## config.mk

```make
export PLATFORM = sky130hd
export DESIGN_NAME = irq_level_arbiter
export DESIGN_NICKNAME = d
export VERILOG_FILES = /design/src/rtl/irq_arb_pkg.sv /design/src/rtl/irq_pend_merge.sv /design/src/rtl/irq_level_scan.sv /design/src/rtl/irq_rise_detect.sv /design/src/rtl/irq_level_arbiter.sv
export SDC_FILE = /design/constraint.sdc
export NUM_CORES = 1
export LEC_CHECK = 0
export BUFFER_PORTS_ARGS = -buffer_cell sky130_fd_sc_hd__clkbuf_2
export CAP_MARGIN = 15
export CORE_MARGIN = 3
export CORE_UTILIZATION = 55
export CTS_BUF_LIST = sky130_fd_sc_hd__clkbuf_8
export DETAILED_ROUTE_END_ITERATION = 10
export PLACE_DENSITY = 0.88
export SKIP_CTS_REPAIR_TIMING = 1
export SYNTH_ARGS = -nofsm -noshare
export SYNTH_HDL_FRONTEND = slang
export SYNTH_SLANG_ARGS = --single-unit
```

## constraint.sdc

```tcl
create_clock -name clk -period 4.15 [get_ports clk]
set_clock_uncertainty 0.05 [all_clocks]
set_input_delay 0.6225 -clock clk [delete_from_list [all_inputs] [get_ports clk]]
set_output_delay 0.6225 -clock clk [all_outputs]
set_load 0.005 [all_outputs]
```

## src/rtl/irq_arb_pkg.sv

```systemverilog
package irq_arb_pkg;
  localparam int unsigned LEVELS_DEF    = 16;
  localparam int unsigned SOFT_W_DEF    = 17;
  localparam int unsigned IDX_W_DEF     = 7;
  localparam int unsigned TL_W_DEF      = 3;
  localparam int unsigned TT_W_DEF      = 9;
  localparam int unsigned TRAP_BASE_DEF = 'h40;
  localparam int unsigned TICK_BIT_DEF  = 0;
  localparam int unsigned STICK_BIT_DEF = 16;
  localparam int unsigned TIMER_LVL_DEF = 14;
endpackage

```

## src/rtl/irq_pend_merge.sv

```systemverilog
module irq_pend_merge #(
  parameter int unsigned LEVELS    = 16,
  parameter int unsigned SOFT_W    = 17,
  parameter int unsigned TICK_BIT  = 0,
  parameter int unsigned STICK_BIT = 16,
  parameter int unsigned TIMER_LVL = 14
) (
  input  logic [LEVELS-1:1] ext_i,
  input  logic [SOFT_W-1:0] soft_i,
  output logic [LEVELS-1:1] pend_o
);
  logic timer_hit;
  assign timer_hit = soft_i[TICK_BIT] | soft_i[STICK_BIT];

  for (genvar l = 1; l < LEVELS; l++) begin : g_lvl
    logic soft_bit;
    if (l == TICK_BIT || l == STICK_BIT || l >= SOFT_W) begin : g_nosoft
      assign soft_bit = 1'b0;
    end else begin : g_soft
      assign soft_bit = soft_i[l];
    end
    if (l == TIMER_LVL) begin : g_timer
      assign pend_o[l] = ext_i[l] | soft_bit | timer_hit;
    end else begin : g_plain
      assign pend_o[l] = ext_i[l] | soft_bit;
    end
  end
endmodule

```

## src/rtl/irq_level_scan.sv

```systemverilog
module irq_level_scan #(
  parameter int unsigned LEVELS = 16,
  localparam int unsigned LVL_W = $clog2(LEVELS)
) (
  input  logic [LEVELS-1:1] pend_i,
  input  logic [LVL_W-1:0]  mask_i,
  output logic              found_o,
  output logic [LVL_W-1:0]  lvl_o
);
  logic [LEVELS-1:1] qual;

  for (genvar l = 1; l < LEVELS; l++) begin : g_q
    assign qual[l] = pend_i[l] && (l > int'(mask_i));
  end

  // ascending walk: the last hit is the highest qualifying level
  always_comb begin
    found_o = 1'b0;
    lvl_o   = '0;
    for (int l = 1; l < LEVELS; l++) begin
      if (qual[l]) begin
        found_o = 1'b1;
        lvl_o   = LVL_W'(l);
      end
    end
  end
endmodule

```

## src/rtl/irq_rise_detect.sv

```systemverilog
module irq_rise_detect #(
  parameter int unsigned W = 15
) (
  input  logic         clk,
  input  logic         rst_n,
  input  logic [W-1:0] lines_i,
  output logic         rise_o
);
  logic [W-1:0] prev_q;

  always_ff @(posedge clk or negedge rst_n) begin
    if (!rst_n) begin
      prev_q <= '0;
      rise_o <= 1'b0;
    end else begin
      prev_q <= lines_i;
      rise_o <= |(lines_i & ~prev_q);
    end
  end
endmodule

```

## src/rtl/irq_level_arbiter.sv

```systemverilog
module irq_level_arbiter
  import irq_arb_pkg::*;
#(
  parameter int unsigned LEVELS    = LEVELS_DEF,
  parameter int unsigned SOFT_W    = SOFT_W_DEF,
  parameter int unsigned IDX_W     = IDX_W_DEF,
  parameter int unsigned TL_W      = TL_W_DEF,
  parameter int unsigned TT_W      = TT_W_DEF,
  parameter int unsigned TRAP_BASE = TRAP_BASE_DEF,
  parameter int unsigned TICK_BIT  = TICK_BIT_DEF,
  parameter int unsigned STICK_BIT = STICK_BIT_DEF,
  parameter int unsigned TIMER_LVL = TIMER_LVL_DEF,
  localparam int unsigned LVL_W    = $clog2(LEVELS)
) (
  input  logic              clk,
  input  logic              rst_n,
  input  logic [LEVELS-1:1] irq_lvl_i,
  input  logic [SOFT_W-1:0] softint_i,
  input  logic              int_en_i,
  input  logic [LVL_W-1:0]  pil_i,
  input  logic [TL_W-1:0]   tl_i,
  input  logic [TT_W-1:0]   tt_cur_i,
  output logic              irq_req_o,
  output logic [IDX_W-1:0]  irq_idx_o,
  output logic              wake_o
);
  logic [LEVELS-1:1] pend;
  logic              win_found;
  logic [LVL_W-1:0]  win_lvl;
  logic [IDX_W-1:0]  new_idx;
  logic              nested_block;
  logic              take;

  irq_pend_merge #(
    .LEVELS(LEVELS), .SOFT_W(SOFT_W), .TICK_BIT(TICK_BIT),
    .STICK_BIT(STICK_BIT), .TIMER_LVL(TIMER_LVL)
  ) u_merge (
    .ext_i (irq_lvl_i),
    .soft_i(softint_i),
    .pend_o(pend)
  );

  irq_level_scan #(.LEVELS(LEVELS)) u_scan (
    .pend_i (pend),
    .mask_i (pil_i),
    .found_o(win_found),
    .lvl_o  (win_lvl)
  );

  irq_rise_detect #(.W(LEVELS-1)) u_wake (
    .clk    (clk),
    .rst_n  (rst_n),
    .lines_i(irq_lvl_i),
    .rise_o (wake_o)
  );

  assign new_idx      = IDX_W'(TRAP_BASE) | IDX_W'(win_lvl);
  assign nested_block = (tl_i != '0) &&
                        (tt_cur_i > {{(TT_W-IDX_W){1'b0}}, new_idx});
  assign take         = int_en_i && win_found && !nested_block &&
                        (new_idx != irq_idx_o);

  always_ff @(posedge clk or negedge rst_n) begin
    if (!rst_n) begin
      irq_req_o <= 1'b0;
      irq_idx_o <= '0;
    end else if (pend == '0) begin
      if (irq_req_o) begin
        irq_req_o <= 1'b0;
        irq_idx_o <= '0;
      end
    end else if (take) begin
      irq_req_o <= 1'b1;
      irq_idx_o <= new_idx;
    end
  end
endmodule

```

==> impl_metrics.json <==
{
  "io_pins": 60,
  "met1_usage": 0.333,
  "syn_to_final_growth_pct": 21.9,
  "ant_nets": 0,
  "htreeDepth": 1,
  "drt-vias-per-instance": 5.95,
  "drive_above_1_share": 0.367,
  "numCtsBuffers": 3,
  "top_usage_layer": "met2",
  "synth_area_leaders": "dfrtp_1 34%, inv_1 4.7%, ha_1 3.1%",
  "grt_use_met3": 0.0346,
  "fill_cells": 240,
  "grt_max_degree": 23,
  "hpwl_mm": 3.27,
  "leakagePower_nw": 0.900,
  "die-area_mm2": 0.00362,
  "end_kind": "flip-flop",
  "yosys_warnings": 0,
  "design.core.area_mm2": 0.00278,
  "die_w_um": 60.1,
  "seq_area_um2": 551,
  "start_util": 0.579,
  "overflow": 0,
  "rsz0062_at_grt": "false",
  "worst_slew_pin_slew_ps": 516,
  "max_stage_delay_ps": 330,
  "vias": 1528,
  "cts_tree": "built",
  "grt_first_pass_wirelength_mm": 6.20,
  "wirelength_mm": 3.94,
  "grtUsageMet2": 0.350,
  "grt_usage": 0.230,
  "clk_latency_ps": 260,
  "cts_root_buf": "clkbuf_8",
  "nNetsFinal": 282,
  "wl_per_cell_um": 15.3,
  "first_pass_iters": 4,
  "drt_iter0_markers": 51,
  "worst_path_most_repeated_cell": "o21ai_0",
  "yosys.area.top_type": "dfrtp_1",
  "synthFlopType": "dfrtp_1",
  "status": "completed",
  "power_density_mw_per_mm2": 307,
  "gp_congestion": 0.957,
  "post-route-drc-count": 0,
  "drv_cap": 0,
  "grt_pass1_vias": 1300,
  "hold_viol_final": 0,
  "cp_max_fo": 15,
  "ys_ff_latch": 22,
  "r2r_start": "irq_idx_o[0]",
  "min_path_type": "primary input to asynchronous set/reset pin",
  "pre_cts_ws_ps": 390,
  "diodes": 0,
  "fin_ws_ps": 667,
  "fin_tns_setup_ps": 0,
  "avgSynthCellArea_um2": 9.48,
  "finish.utilization": 0.706,
  "antenna_found_initial": 0,
  "worstPathArrival_ps": 3580,
  "crit_slowest_cell": "a41oi_4",
  "synth-async-reset-ratio": 1.00,
  "fin_crit_ps": 3480,
  "multi_input_area_um2": 943,
  "crit_start": "pil_i[2]",
  "cp_cell_sequence": "clkbuf_2, o31a_1, a21oi_2, o21ai_0, a31oi_2, ha_1, nor2b_1, o21a_1, o21ai_0, a311o_1, o2111ai_1, a41oi_4, mux2_4",
  "crit_buf_inv": 1,
  "place.port_buffers": 57,
  "peakVddDrop_mv": 0.306,
  "timing.fmax_mhz": 287,
  "critPathLaunchType": "primary input",
  "required_ps": 4250,
  "synth-edff-count": 0,
  "synth_top_area_share": 0.342,
  "netlist_instances": 170,
  "slew_headroom": 0.656,
  "path_delay_family": "compound AO/OA/AOI/OAI gates",
  "maxSlewViolCount": 0,
  "synth.distinct_cells": 64,
  "post-route-period-util": 0.839,
  "finalSetupViolCount": 0,
  "yosysSeqAreaShare": 0.342,
  "syn-cell-area_mm2": 0.00161,
  "rows": 19,
  "die_h_um": 60.1,
  "cts_buffer_depth": 2,
  "clkTransAtPathRegs_ps": 70,
  "criticalPathCategory": "primary input to flip-flop",
  "clock-sinks": 22
}
[worst paths after layout]
path                                      to  slack [ps]  cells after the start
max                             irq_idx_o[0]         670                     13
min                         u_wake.prev_q[0]         260                      1
max reg2reg                     irq_idx_o[0]        2470                      5
min reg2reg                        irq_req_o         470                      1
max in group asynchronous  u_wake.prev_q[10]        3450                      1
min in group clk            u_wake.prev_q[8]         450                      1
[report_power, final]
group / internal, mW / total [mW] / switching (mW)
sequential: 0.231 / 0.248 / 0.0170
clock: 0.129 / 0.194 / 0.0649
combinational: 0.0766 / 0.161 / 0.0846
[Yosys cell counts, types with 2 or more instances]
cell type,count
o2111ai_1,2
and2_1,2
o21a_1,2
a2bb2oi_1,2
dfrtp_1,22
a21o_1,2
inv_1,20
nand4_1,4
ha_1,4
nand3_1,3
o31a_1,2
mux2i_1,3
o21ai_0,4
nor3_1,2
or2_2,3
o31ai_1,2
nor2_1,13
a221oi_1,3
o211ai_1,2
o221ai_1,2
nor4_1,7
nor2b_1,2
buf_4,4
nand2_1,13
o22ai_1,6
[per-layer routing]
| layer | share of wire | wire length (um) | vias up |
|---|---|---|---|
| met2 | 0.48 | 1890 | 70 |
| met5 | 0 | 0 | - |
| li1 | - | - | 741 |
| met4 | 0.010 | 40 | 0 |
| met1 | 0.44 | 1720 | 713 |
| met3 | 0.074 | 292 | 4 |
[sequential cells by signal, indices dropped and copies added, names as in the netlist]
name	count
u_wake.rise_o	1
irq_req_o	1
irq_idx_o	5
u_wake.prev_q	15
[worst register-to-register path: stages (launching register included)]
cell	delay [ps]
dfrtp_1	440
nand2_1	70
o221ai_1	250
nor2_2	100
a41oi_4	340
mux2_4	330
[layout make-up]
class / count / share of cell area
multi-input combinational: 123 / 0.480
sequential: 22 / 0.280
timing repair buffer: 57 / 0.145
inverter: 20 / 0.0382
clock buffer: 3 / 0.0210
tap: 31 / 0.0197
clock inverter: 1 / 0.0153
[cell families after synthesis]
family                   after synthesis  share of synthesized area
buffers and inverters                 26                     0.0753
AND/OR/NAND/NOR                       61                      0.206
flip-flops                            22                      0.342
multiplexers                           5                     0.0349
AO/OA/AOI/OAI                         48                      0.276
XOR/XNOR                               3                     0.0326
adder cells (fa/ha/maj)                4                     0.0311
other                                  1                    0.00233
[layout by cell type (no fill, tap or decap), drive strengths merged, types with 3 or more instances in the layout]
cell type | synthesis | routed
nand2 | 14 | 14
o21ai | 5 | 5
mux2i | 3 | 3
dfrtp | 22 | 22
nand4 | 4 | 4
nand3 | 3 | 3
inv | 20 | 20
clkbuf | 0 | 60
nor4 | 8 | 8
a221oi | 3 | 3
o31ai | 3 | 3
o22ai | 6 | 6
or2 | 5 | 5
ha | 4 | 4
a2bb2oi | 3 | 3
nor2 | 14 | 14
nor3 | 3 | 3
[metrics by stage]
| stage | cell area, um2 | total power [mW] | hold WS (ps) | instances |
|---|---|---|---|---|
| finish | 1960 | 0.603 | 265 | 257 |
| global route | 1960 | 0.631 | 299 | 257 |
| CTS | 1960 | 0.608 | 279 | 257 |
| detailed placement | 1890 | 0.412 | 453 | 253 |
| global placement | 1890 | 0.407 | 443 | 253 |
| floorplan | 1620 | 0.349 | 277 | 171 |
Note: power is estimated with default switching activity, not from simulation.
